### config.mk
export PLATFORM = sky130hd
export DESIGN_NAME = sram_port_ctl
export DESIGN_NICKNAME = d
export VERILOG_FILES = /design/src/rtl/sram_port_pkg.sv /design/src/rtl/sram_req_hold.sv /design/src/rtl/sram_seq_ctrl.sv /design/src/rtl/sram_pin_reg.sv /design/src/rtl/sram_rd_capture.sv /design/src/rtl/sram_port_ctl.sv
export SDC_FILE = /design/constraint.sdc
export NUM_CORES = 1
export LEC_CHECK = 0
export ABC_AREA = 1
export BUFFER_PORTS_ARGS = -buffer_cell sky130_fd_sc_hd__buf_4
export CORE_UTILIZATION = 44
export DETAILED_ROUTE_END_ITERATION = 7
export GPL_ROUTABILITY_DRIVEN = 1
export PLACE_DENSITY_LB_ADDON = 0.15
export SLEW_MARGIN = 20
export SYNTH_ARGS = -nofsm -noshare
export SYNTH_HDL_FRONTEND = slang
export SYNTH_SLANG_ARGS = --single-unit
### constraint.sdc
create_clock -name clk -period 1.2 [get_ports clk]
set_input_delay 0.24 -clock clk [delete_from_list [all_inputs] [get_ports clk]]
set_output_delay 0.24 -clock clk [all_outputs]
set_load 0.02 [all_outputs]
### src/rtl/sram_port_pkg.sv
`timescale 1ns/1ps
package sram_port_pkg;

    typedef enum logic [2:0] {
        ST_IDLE,
        ST_RD,
        ST_RD_REL,
        ST_WR_SET,
        ST_WR_PULSE,
        ST_WR_REC
    } seq_st_e;

    // Levels presented to the memory pins for one sequencer state.
    typedef struct packed {
        logic cs_n;
        logic oe_n;
        logic we_n;
        logic drv;
    } pin_set_t;

    localparam pin_set_t PINS_QUIET = '{cs_n: 1'b1, oe_n: 1'b1, we_n: 1'b1, drv: 1'b0};

    function automatic int ns2cyc(input int ns, input int clk_ns);
        return (ns + clk_ns - 1) / clk_ns;
    endfunction

    function automatic int imax(input int a, input int b);
        return (a > b) ? a : b;
    endfunction

    // cs_frame = 1 selects the style where write-enable is the outer strobe.
    function automatic pin_set_t pin_decode(input seq_st_e st, input logic cs_frame);
        pin_set_t p;
        p = PINS_QUIET;
        case (st)
            ST_RD: begin
                p.cs_n = 1'b0;
                p.oe_n = 1'b0;
            end
            ST_WR_SET, ST_WR_REC: begin
                p.cs_n = cs_frame;
                p.we_n = ~cs_frame;
                p.drv  = (st == ST_WR_REC);
            end
            ST_WR_PULSE: begin
                p.cs_n = 1'b0;
                p.we_n = 1'b0;
                p.drv  = 1'b1;
            end
            default: p = PINS_QUIET;
        endcase
        return p;
    endfunction

endpackage

### src/rtl/sram_req_hold.sv
`timescale 1ns/1ps
module sram_req_hold #(
    parameter int ADDR_W = 17,
    parameter int DATA_W = 8
) (
    input  logic              clk,
    input  logic              rst,
    input  logic              take,
    input  logic [ADDR_W-1:0] addr_i,
    input  logic [DATA_W-1:0] data_i,
    input  logic              mode_i,
    output logic [ADDR_W-1:0] addr_q,
    output logic [DATA_W-1:0] data_q,
    output logic              mode_q
);

    always_ff @(posedge clk) begin
        if (rst) begin
            addr_q <= '0;
            data_q <= '0;
            mode_q <= 1'b0;
        end else if (take) begin
            addr_q <= addr_i;
            data_q <= data_i;
            mode_q <= mode_i;
        end
    end

endmodule

### src/rtl/sram_seq_ctrl.sv
`timescale 1ns/1ps
module sram_seq_ctrl
    import sram_port_pkg::*;
#(
    parameter int N_RD  = 5,
    parameter int N_WP  = 4,
    parameter int N_REC = 1,
    parameter int N_HZ  = 2
) (
    input  logic    clk,
    input  logic    rst,
    input  logic    take_i,
    input  logic    write_i,
    output seq_st_e st_q,
    output logic    ready_o,
    output logic    cap_o
);

    localparam int N_TOP = imax(imax(N_RD, N_WP), imax(N_REC, N_HZ));
    localparam int CNT_W = $clog2(N_TOP + 1);

    seq_st_e          st_d;
    logic [CNT_W-1:0] cnt_q, cnt_d;

    always_comb begin
        st_d  = st_q;
        cnt_d = cnt_q;
        cap_o = 1'b0;
        case (st_q)
            ST_IDLE: begin
                if (take_i) begin
                    if (write_i) begin
                        st_d  = ST_WR_SET;
                        cnt_d = '0;
                    end else begin
                        st_d  = ST_RD;
                        cnt_d = CNT_W'(N_RD - 1);
                    end
                end
            end
            ST_RD: begin
                if (cnt_q == '0) begin
                    st_d  = ST_RD_REL;
                    cnt_d = CNT_W'(N_HZ - 1);
                    cap_o = 1'b1;
                end else begin
                    cnt_d = cnt_q - 1'b1;
                end
            end
            ST_RD_REL: begin
                if (cnt_q == '0) st_d = ST_IDLE;
                else             cnt_d = cnt_q - 1'b1;
            end
            ST_WR_SET: begin
                st_d  = ST_WR_PULSE;
                cnt_d = CNT_W'(N_WP - 1);
            end
            ST_WR_PULSE: begin
                if (cnt_q == '0) begin
                    st_d  = ST_WR_REC;
                    cnt_d = CNT_W'(N_REC - 1);
                end else begin
                    cnt_d = cnt_q - 1'b1;
                end
            end
            ST_WR_REC: begin
                if (cnt_q == '0) st_d = ST_IDLE;
                else             cnt_d = cnt_q - 1'b1;
            end
            default: st_d = ST_IDLE;
        endcase
    end

    always_ff @(posedge clk) begin
        if (rst) begin
            st_q  <= ST_IDLE;
            cnt_q <= '0;
        end else begin
            st_q  <= st_d;
            cnt_q <= cnt_d;
        end
    end

    assign ready_o = (st_q == ST_IDLE);

endmodule

### src/rtl/sram_pin_reg.sv
`timescale 1ns/1ps
module sram_pin_reg
    import sram_port_pkg::*;
(
    input  logic    clk,
    input  logic    rst,
    input  seq_st_e st_i,
    input  logic    cs_frame_i,
    input  logic    cap_i,
    output logic    cs_n,
    output logic    oe_n,
    output logic    we_n,
    output logic    drv,
    output logic    cap_q
);

    pin_set_t pins_q;

    // Pins follow the state one cycle late, so the address register
    // settles a full cycle before any strobe moves.
    always_ff @(posedge clk) begin
        if (rst) begin
            pins_q <= PINS_QUIET;
            cap_q  <= 1'b0;
        end else begin
            pins_q <= pin_decode(st_i, cs_frame_i);
            cap_q  <= cap_i;
        end
    end

    assign cs_n = pins_q.cs_n;
    assign oe_n = pins_q.oe_n;
    assign we_n = pins_q.we_n;
    assign drv  = pins_q.drv;

endmodule

### src/rtl/sram_rd_capture.sv
`timescale 1ns/1ps
module sram_rd_capture #(
    parameter int DATA_W = 8
) (
    input  logic              clk,
    input  logic              rst,
    input  logic              cap_i,
    input  logic [DATA_W-1:0] dq_in,
    output logic              rsp_valid,
    output logic [DATA_W-1:0] rsp_rdata
);

    always_ff @(posedge clk) begin
        if (rst) begin
            rsp_valid <= 1'b0;
            rsp_rdata <= '0;
        end else begin
            rsp_valid <= cap_i;
            if (cap_i) rsp_rdata <= dq_in;
        end
    end

endmodule

### src/rtl/sram_port_ctl.sv
`timescale 1ns/1ps
module sram_port_ctl
    import sram_port_pkg::*;
#(
    parameter int ADDR_W  = 17,
    parameter int DATA_W  = 8,
    parameter int CLK_NS  = 4,
    parameter int T_WC_NS = 20,
    parameter int T_WP_NS = 12,
    parameter int T_AW_NS = 15,
    parameter int T_CW_NS = 12,
    parameter int T_WR_NS = 2,
    parameter int T_DW_NS = 10,
    parameter int T_DH_NS = 1,
    parameter int T_AA_NS = 20,
    parameter int T_SA_NS = 20,
    parameter int T_OA_NS = 10,
    parameter int T_RC_NS = 20,
    parameter int T_HZ_NS = 7
) (
    input  logic              clk,
    input  logic              rst,
    input  logic              req_valid,
    output logic              req_ready,
    input  logic              req_write,
    input  logic              req_wmode,
    input  logic [ADDR_W-1:0] req_addr,
    input  logic [DATA_W-1:0] req_wdata,
    output logic              rsp_valid,
    output logic [DATA_W-1:0] rsp_rdata,
    output logic [ADDR_W-1:0] mem_addr,
    output logic              mem_cs_n,
    output logic              mem_oe_n,
    output logic              mem_we_n,
    output logic [DATA_W-1:0] mem_dq_out,
    output logic              mem_dq_oe,
    input  logic [DATA_W-1:0] mem_dq_in
);

    localparam int N_RD  = imax(1, imax(imax(ns2cyc(T_AA_NS, CLK_NS), ns2cyc(T_SA_NS, CLK_NS)),
                                        imax(ns2cyc(T_OA_NS, CLK_NS), ns2cyc(T_RC_NS, CLK_NS))));
    localparam int N_WP  = imax(1, imax(imax(ns2cyc(T_WP_NS, CLK_NS), ns2cyc(T_AW_NS, CLK_NS)),
                                        imax(ns2cyc(T_CW_NS, CLK_NS), ns2cyc(T_DW_NS, CLK_NS))));
    localparam int N_WC  = ns2cyc(T_WC_NS, CLK_NS);
    localparam int N_REC = imax(1, imax(imax(ns2cyc(T_WR_NS, CLK_NS), ns2cyc(T_DH_NS, CLK_NS)),
                                        N_WC - 1 - N_WP));
    localparam int N_HZ  = imax(1, ns2cyc(T_HZ_NS, CLK_NS));

    seq_st_e st_q;
    logic    take, cap, cap_q, mode_q;

    assign take = req_valid && req_ready;

    sram_req_hold #(.ADDR_W(ADDR_W), .DATA_W(DATA_W)) u_hold (
        .clk    (clk),
        .rst    (rst),
        .take   (take),
        .addr_i (req_addr),
        .data_i (req_wdata),
        .mode_i (req_wmode),
        .addr_q (mem_addr),
        .data_q (mem_dq_out),
        .mode_q (mode_q)
    );

    sram_seq_ctrl #(.N_RD(N_RD), .N_WP(N_WP), .N_REC(N_REC), .N_HZ(N_HZ)) u_seq (
        .clk     (clk),
        .rst     (rst),
        .take_i  (take),
        .write_i (req_write),
        .st_q    (st_q),
        .ready_o (req_ready),
        .cap_o   (cap)
    );

    sram_pin_reg u_pins (
        .clk        (clk),
        .rst        (rst),
        .st_i       (st_q),
        .cs_frame_i (mode_q),
        .cap_i      (cap),
        .cs_n       (mem_cs_n),
        .oe_n       (mem_oe_n),
        .we_n       (mem_we_n),
        .drv        (mem_dq_oe),
        .cap_q      (cap_q)
    );

    sram_rd_capture #(.DATA_W(DATA_W)) u_cap (
        .clk       (clk),
        .rst       (rst),
        .cap_i     (cap_q),
        .dq_in     (mem_dq_in),
        .rsp_valid (rsp_valid),
        .rsp_rdata (rsp_rdata)
    );

endmodule

* Yosys cells after proc, flatten, opt, wreduce, memory -nomap -nowiden
Cells that the tools add are included.
W data, S select, Z words.
** Storage, ports and cells
- Bits of input ports :: 38
- Output and inout bits :: 39
- Bits in registers :: 46
- Logic and storage cells :: 51
** Cells by class
- Equal/unequal tests :: 10
- Add/subtract/negate cells :: 1
- Multiplexer cells :: 16
- Reductions and logical operators :: 10
- Bitwise logic cells :: 2
** Operators with widths (count)
- $pmux W3 S5 :: 2
- $mux W3 :: 9
- $reduce_or A2 Y1 :: 4
- $eq A3 B2 Y1 const B :: 2
- $eq A3 B3 Y1 const B :: 2
- $logic_not A3 Y1 :: 2
- $ne A2 B2 Y1 const B :: 3
- $reduce_bool A5 Y1 :: 1
- $ne A2 B1 Y1 const B :: 2
- $pmux W2 S2 :: 1
- $reduce_and A4 Y1 :: 1
- $eq A3 B1 Y1 const B :: 1
- $reduce_and A3 Y1 :: 1
- $sub A3 B1 Y3 const B :: 1
- $mux W1 :: 2
- $mux W2 :: 1
- $not A1 Y1 :: 2
- $pmux W1 S2 :: 1
- $logic_and A1 B1 Y1 :: 1

* Longest topological paths before layout
Gate-level depths: netlist of the first run.
- Depth in word-level cells :: 4
- Depth in mapped cells :: 9
- Gate-level depth less buffers :: 9

* Hierarchy
A second synthesis of the first run with hierarchy kept.
** Second synthesis, totals
- Cells, all modules :: 337
- Area, all modules :: 2213.4 sq um
** By module, submodules not included
- sram_req_hold :: instances 1, sequential area each 520.5 sq um, cells each 165, area each 1121.1 sq um
- sram_seq_ctrl :: instances 1, sequential area each 120.1 sq um, cells each 89, area each 514.2 sq um
- sram_rd_capture :: instances 1, sequential area each 180.2 sq um, cells each 54, area each 369.1 sq um
- sram_pin_reg :: instances 1, sequential area each 100.1 sq um, cells each 27, area each 201.4 sq um
- sram_port_ctl :: instances 1, sequential area each 0.0 sq um, cells each 2, area each 7.5 sq um

* Least setup slack after synthesis of the first run
OpenSTA, ideal clock, no wires.
- Path type :: register -> register
- Start point :: register u_seq.cnt_q[0]
- End point :: register u_seq.st_q[2]
- Library setup time :: 0.117 ns
- Path buffers :: 0
- Data required time :: 1.083 ns
- Period minus slack after synthesis :: 1.235 ns
- Arrival time :: 1.118 ns
- Cell stages (with the launch flop) :: 9
- Slack :: -0.035 ns
- Cell sequence :: dfxtp_1 inv_1 ha_1 nand2_1 nand2_1 nand2_1 nor2_1 nor2_1 nor2_1
** On the way
- Word-level cells in the longest chain between the ends :: 3
- Elaborated cells on any way between the ends :: 5
- Those cells by class :: eq/ne (3); reduce/logical (2)
** Ends and longest elaborated chain
- start: declaration :: line sram_seq_ctrl.sv:23 : logic [CNT_W-1:0] cnt_q, cnt_d;
- start signal: assignment :: line sram_seq_ctrl.sv:80 : cnt_q <= cnt_d;
- $logic_not A3 Y1 (*)
- $ne A2 B2 Y1 (no source line) or $ne A2 B1 Y1 (tied branches)
- $reduce_and A4 Y1 (no source line) (*)
- end signal: assignment :: line sram_seq_ctrl.sv:79 : st_q <= st_d;
- end: declaration :: line sram_seq_ctrl.sv:14 : output seq_st_e st_q,
Mark *: on every way between the ends. The rest lies on a longest branch, timed or not.
A chain may end at the register's enable or synchronous reset.

* Worst setup path in the final report of the first run
- Start point :: register u_seq.st_q[0]
- End point :: output req_ready
** On the way
- Word-level cells in the longest chain between the ends :: 1
** Ends and longest elaborated chain
- $logic_not A3 Y1 :: line sram_seq_ctrl.sv:84 : assign ready_o = (st_q == ST_IDLE);
- end: declaration :: line sram_port_ctl.sv:24 : output logic req_ready,
Every way passes these cells.

==> impl_metrics.json, run 1 <==
{
  "layout_commonest_cell": "buf_4",
  "p_int_w": 0.004392,
  "fin_ws_ns": -0.1637,
  "drt-wirelength-per-cell_um": 13.02,
  "slew_violations": 0,
  "holdCritStartpoint": "mem_dq_in[4]",
  "synth_area_um2": 2150,
  "slowest_delay_ns": 0.38,
  "n_fill_cell": 346,
  "ff2ff_setup_slack_ns": -0.16,
  "core_area_um2": 4723,
  "rr_startpoint": "u_seq.st_q[0]$_SDFFE_PP0P_",
  "ant_nets": 0,
  "worstMarginPinSlew_ns": 0.3411,
  "cts_buffers": 5,
  "fmax_mhz": 733.3,
  "sw_frac_of_total_pct": 41.46,
  "io_buffers": 76,
  "nets": 396,
  "io_pins": 77,
  "gr-total-overflow": 0,
  "die-area_um2": 5169,
  "p_clk_share_pct": 12.5,
  "min_to": "u_cap.rsp_rdata[4]$_SDFFE_PP0P_",
  "gp_congestion": 0.8315,
  "htreeDepth": 2,
  "via_per_inst": 4.915,
  "reg2reg_depth": 7,
  "ir_drop_mv": 1.865,
  "slew_headroom_pct": 77.23,
  "drc": 0,
  "r2r-end": "u_hold.data_q[2]$_SDFFE_PP0P_",
  "rsz0062_at_grt": "yes",
  "multi_input_area_um2": 1277,
  "routed_wl_um": 5521,
  "synth_seq_cells": 46,
  "hpwl_um": 3330,
  "power_density_nw_per_um2": 2206,
  "clock-root-buffer": "clkbuf_8",
  "vias": 2084,
  "track_usage_pct": 19.55,
  "pwr-share-comb_pct": 58.0,
  "clk_pin_slew_ns": 0.09,
  "row_count": 25,
  "fp.dieH_um": 71.90,
  "cts_buffer_depth": 2,
  "dr.first_iter.drc_count": 132,
  "cp_slowest_cell": "dfxtp_4",
  "setup_viol": 33,
  "ys_types": 25,
  "critPathCaptureType": "output port",
  "drive_above_1_share_pct": 58.82,
  "fp.dieW_um": 71.90,
  "area_growth_pct": 58.21,
  "maxCapViolCount": 0,
  "grt_pass1_wl_um": 8073,
  "cp_cell_sequence": "nor3_4 -> buf_12 -> buf_8",
  "setup_tns_ns": -3.922,
  "seqCellArea_um2": 934.6,
  "avgSynthCellArea_um2": 8.364,
  "hold_depth": 3,
  "antenna_found_initial": 0,
  "yosysSeqAreaShare_pct": 42.84,
  "yosysWarnings": 0,
  "pwr-share-seq_pct": 29.5,
  "syn-instance-count": 257,
  "cts_tree": "yes",
  "min_period_over_period_pct": 113.6,
  "p_switching_w": 0.003110,
  "critPathKind": "reg -> out",
  "grt_max_degree": 33,
  "hold_path.class": "in -> reg",
  "clkLatencyLatePin_ns": 0.30,
  "hold_viol_final": 0,
  "finalCriticalPeriod_ns": 1.364,
  "final_cell_mix": "94 x buf_4, 41 x dfxtp_1, 29 x nand2_1",
  "required_ns": 0.96,
  "clock-sinks": 46,
  "setup.worst_path.start_class": "flip-flop",
  "firstDrtPassIters": 4,
  "diodes": 0,
  "violations": "negative setup slack",
  "outcome": "complete, but fails checks",
  "grt_pass1_vias": 1852,
  "ctsHoldBuffers": 0,
  "start_util_pct": 45.51,
  "power_w": 0.007503,
  "synth_fp_nets": 297,
  "power.leakage_nw": 1.556,
  "crit_arrival_ns": 1.12,
  "fin_skew_ns": 0.01391,
  "path_max_fanout": 6
}
per-layer routing:
layer  vias up  GRT usage [%]  wire length, um
met5         -              0                0
met4         0          5.229               68
met3         8          4.583              247
met2        71          34.49             2772
met1       971          23.99             2432
li1       1034              -                -
worst max-delay path by stage:
stage                                 from                             to  slack (ns)  depth (start not counted)
3_3_place_gp    u_seq.st_q[2]$_SDFFE_PP0P_    u_seq.cnt_q[2]$_SDFFE_PP0P_       -0.10                          7
2_1_floorplan  u_seq.cnt_q[0]$_SDFFE_PP0P_     u_seq.st_q[2]$_SDFFE_PP0P_        0.02                          8
6_report        u_seq.st_q[0]$_SDFFE_PP0P_                      req_ready       -0.16                          3
4_1_cts         u_seq.st_q[1]$_SDFFE_PP0P_                      req_ready       -0.17                          3
3_5_place_dp    u_seq.st_q[2]$_SDFFE_PP0P_    u_seq.cnt_q[2]$_SDFFE_PP0P_       -0.17                          7
5_1_grt         u_seq.st_q[0]$_SDFFE_PP0P_  u_hold.data_q[2]$_SDFFE_PP0P_       -0.23                          7
through the flow:
stage               std cells  utilization, %  hold WS (ns)  setup slack, ns  instance area (um2)
floorplan                 257               -        0.3749          0.01613                 2152
global placement          407           60.40        0.4489          -0.1016                 2853
global route              424           72.00        0.1763          -0.2290                 3401
detailed placement        407           60.40        0.4511          -0.1714                 2853
CTS                       420           65.72        0.1584          -0.1720                 3104
finish                    424           72.00        0.1596          -0.1637                 3401
cells in the mapped netlist:
cell	n	area (um2)
a21oi_2	20	175.2
nand2_2	2	12.51
xor2_1	1	8.760
o21ai_0	11	55.05
clkbuf_8	1	13.76
a21oi_1	11	55.05
inv_1	14	52.55
buf_6	9	101.4
inv_2	1	3.750
clkbuf_1	2	7.510
buf_2	1	5.000
nand2_1	59	221.5
ha_1	2	25.02
nor3_4	1	16.27
nand3_1	17	85.08
nand4_1	2	12.51
nand3_2	19	190.2
clkinv_1	1	3.750
o21ai_1	1	5.000
nor2_1	31	116.4
nor2_2	1	6.260
o211ai_1	1	7.510
dlygate4sd1_1	1	8.760
dfxtp_1	46	920.9
buf_12	2	40.04
worst max-delay path: cells and delay by family, from the launching register on:
kind / cells / cell delay, ns
flip-flops: 1 / 0.38
AND/OR/NAND/NOR: 1 / 0.23
buffers and inverters: 2 / 0.24
registers in the layout (all words and copies together) (netlist names):
register         count
u_pins.drv           1
u_hold.mode_q        1
u_cap.rsp_rdata      8
u_hold.addr_q       17
u_seq.cnt_q          3
u_hold.data_q        8
u_pins.oe_n          1
u_seq.st_q           3
u_cap.rsp_valid      1
u_pins.cs_n          1
u_pins.we_n          1
u_pins.cap_q         1
cells by family (layout without fill, tap and decap cells):
logic type      count (synthesis)  in the layout  share of synthesized area [%]
buf+inv                        32            132                          11.00
compound gates                 44             44                          13.85
simple gates                  132            132                          30.73
flops                          46             46                          42.84
fa+ha+maj                       2              2                          1.164
xor+xnor                        1              1                         0.4075
cell type report:
cell class | instances | share of cell area (%)
clock buffer | 5 | 2.024
tap | 67 | 2.465
inverter | 16 | 1.840
timing repair buffer | 108 | 28.07
sequential | 46 | 27.48
clock inverter | 3 | 0.5519
multi-input combinational | 179 | 37.56
timing repair:
| action | 4_1_cts | 5_1_grt |
|---|---|---|
| pin swaps | 11 | 3 |
| hold endpoints to repair | 0 | 0 |
| setup buffers | 5 | 1 |
| resized for setup | 40 | 57 |
| cloned | 0 | 4 |
| endpoints found under the setup margin | 34 | 35 |
power by group through the flow:
stage	registers (W)	logic (W)	clock network, W
after floorplan	0.00238	0.00187	0
after global placement	0.00212	0.00317	0
after detailed placement	0.00212	0.00318	0
after CTS	0.00213	0.00366	0.000966
after global routing	0.00226	0.00468	0.00101
final	0.00221	0.00435	0.000936
Note: power is estimated with default switching activity, not from simulation.
==> inputs of run 2 (changes only) <==
--- a/config.mk
+++ b/config.mk
@@ -7,7 +7,7 @@
 export LEC_CHECK = 0
 export ABC_AREA = 1
 export BUFFER_PORTS_ARGS = -buffer_cell sky130_fd_sc_hd__buf_4
-export CORE_UTILIZATION = 44
+export CORE_UTILIZATION = 40
 export DETAILED_ROUTE_END_ITERATION = 7
 export GPL_ROUTABILITY_DRIVEN = 1
 export PLACE_DENSITY_LB_ADDON = 0.15
==> run 2 against run 1 <==
  * The run still ends with negative setup slack left
  * Setup slack got worse by 0.035 ns
  * Worst hold slack got worse by 0.038 ns
  * Global-route usage decreased by 0.94 points
  * Register-to-register slack improved by 0.02 ns
  * Die area increased by 9.7%
  * Final area decreased by 0.33%
  * Critical path depth unchanged
  * Non-clock buffer count increased by 3
  * Cell count increased by 1.4%
  * Critical path type unchanged
  * Largest cell class unchanged
==> impl_metrics.json, run 2 (synthesis results as in run 1) <==
{
  "vias": 2027,
  "slew_violations": 0,
  "power.leakage_nw": 1.524,
  "critPathBufInv": 2,
  "via_per_inst": 4.714,
  "layout_commonest_cell": "buf_4",
  "drc": 0,
  "placed_cell_area_um2": 2887,
  "path_max_fanout": 2,
  "cts_tree": "yes",
  "setup_tns_ns": -3.865,
  "ir_drop_mv": 1.445,
  "clk_pin_slew_ns": 0.09,
  "sw_frac_of_total_pct": 40.02,
  "p_int_w": 0.004581,
  "min_period_over_period_pct": 116.6,
  "critPathCaptureType": "output port",
  "cp_cell_sequence": "nor3_4 -> buf_12 -> buf_8",
  "outcome": "complete, but fails checks",
  "setup.worst_path.start_class": "flip-flop",
  "crit_arrival_ns": 1.16,
  "cts_buffer_depth": 2,
  "clock-root-buffer": "clkbuf_8",
  "drt-wirelength-per-cell_um": 12.75,
  "cp_slowest_cell": "dfxtp_4",
  "dr.first_iter.drc_count": 43,
  "gp_congestion": 0.8064,
  "io_pins": 77,
  "area_growth_pct": 57.68,
  "clkLatencyLatePin_ns": 0.30,
  "maxCapViolCount": 0,
  "routed_wl_um": 5484,
  "finalCriticalPeriod_ns": 1.399,
  "hold_ws_ns": 0.1213,
  "pwr-share-seq_pct": 28.2,
  "antenna_found_initial": 0,
  "worstMarginPinSlew_ns": 0.3579,
  "reg_top3": "u_hold.addr_q (17), u_cap.rsp_rdata (8), u_hold.data_q (8)",
  "grt_pass1_vias": 1885,
  "fmax_mhz": 714.7,
  "start_util_pct": 41.82,
  "largest_reg_flops": 17,
  "hold_path.class": "in -> reg",
  "hold_viol_final": 0,
  "io_buffers": 76,
  "rsz0062_at_grt": "yes",
  "required_ns": 0.96,
  "drive_above_1_share_pct": 60.56,
  "dp_slack_ns": -0.1503,
  "grt_pass1_wl_um": 8093,
  "slowest_delay_ns": 0.36,
  "fin_area_um2": 3390,
  "p_clk_share_pct": 15.4,
  "firstDrtPassIters": 4,
  "ant_nets": 0,
  "fin_skew_ns": 0.004245,
  "fin_ws_ns": -0.1992,
  "gr-total-overflow": 0,
  "violations": "negative setup slack",
  "fp.dieH_um": 75.31,
  "cts_buffers": 5,
  "setup_viol": 34,
  "p_switching_w": 0.003057,
  "grt_max_degree": 19,
  "diodes": 0,
  "slew_headroom_pct": 76.11,
  "pwr-share-comb_pct": 56.4,
  "clock-sinks": 46,
  "fp.dieW_um": 75.31,
  "power_density_nw_per_um2": 2253,
  "largest-register": "u_hold.addr_q",
  "cpLargestDelayFamily": "flip-flops",
  "final_cell_mix": "97 x buf_4, 41 x dfxtp_1, 29 x nand2_1",
  "critPathKind": "reg -> out",
  "htreeDepth": 2,
  "nets": 399,
  "hpwl_um": 3590,
  "row_count": 26,
  "track_usage_pct": 18.62,
  "die-area_um2": 5671,
  "core_area_um2": 5140
}
==> run 2: repair_timing <==
action                                  4_1_cts  5_1_grt
cloned                                        0        3
pin swaps                                     6        6
hold buffers                                  0        0
endpoints found under the setup margin       34       35
buffers inserted                              4        1
resized for setup                            28       58
==> run 2: final cells by class <==
type / instances / area [um2]
clock inverters: 3 / 43.79
fillers: 460 / 1750
clock buffers: 5 / 68.82
well taps: 70 / 87.58
repair buffers: 111 / 960.9
flip-flops and latches: 46 / 932.1
multi-input cells: 179 / 1236
inverters: 16 / 60.06
==> run 2: through the flow <==
| step | util [%] | instances | total power (W) |
|---|---|---|---|
| after floorplan | - | 257 | 0.004254 |
| after global placement | 56.16 | 414 | 0.005462 |
| after detailed placement | 56.16 | 414 | 0.005489 |
| after CTS | 60.66 | 426 | 0.007013 |
| after global routing | 65.94 | 430 | 0.008088 |
| final | 65.94 | 430 | 0.007637 |
==> run 2: path summary, 6_finish.rpt <==
check / startpoint / endpoint / slack, ns / depth (start not counted)
max: u_seq.st_q[0]$_SDFFE_PP0P_ / req_ready / -0.20 / 3
min: rst / u_hold.mode_q$_SDFFE_PP0P_ / 0.12 / 2
max reg2reg: u_seq.st_q[0]$_SDFFE_PP0P_ / u_hold.addr_q[7]$_SDFFE_PP0P_ / -0.14 / 7
min reg2reg: u_hold.data_q[3]$_SDFFE_PP0P_ / u_hold.data_q[3]$_SDFFE_PP0P_ / 0.47 / 2
==> run 2: routing by layer <==
metal / track usage, % / part of all wire, % / routed length (um)
met5: 0 / 0 / 0
met4: 7.819 / 1.2 / 66
met3: 4.101 / 5.2 / 285
met2: 32.54 / 52 / 2827
met1: 22.08 / 42 / 2305
==> run 2: power groups by stage <==
stage | clock, W | combinational [W] | sequential (W)
after floorplan | 0 | 0.00187 | 0.00238
after global placement | 0 | 0.00334 | 0.00212
after detailed placement | 0 | 0.00336 | 0.00212
after CTS | 0.00120 | 0.00371 | 0.00210
after global routing | 0.00127 | 0.00462 | 0.00219
final | 0.00118 | 0.00431 | 0.00215
==> run 2: worst reg2reg max path: stages, from the launching register on <==
cell       delay (ns)
dfxtp_4          0.36
nor3_4           0.26
buf_4            0.16
buf_6            0.11
nand2_8          0.07
clkbuf_16        0.17
nand2_2          0.07
a21oi_2          0.04
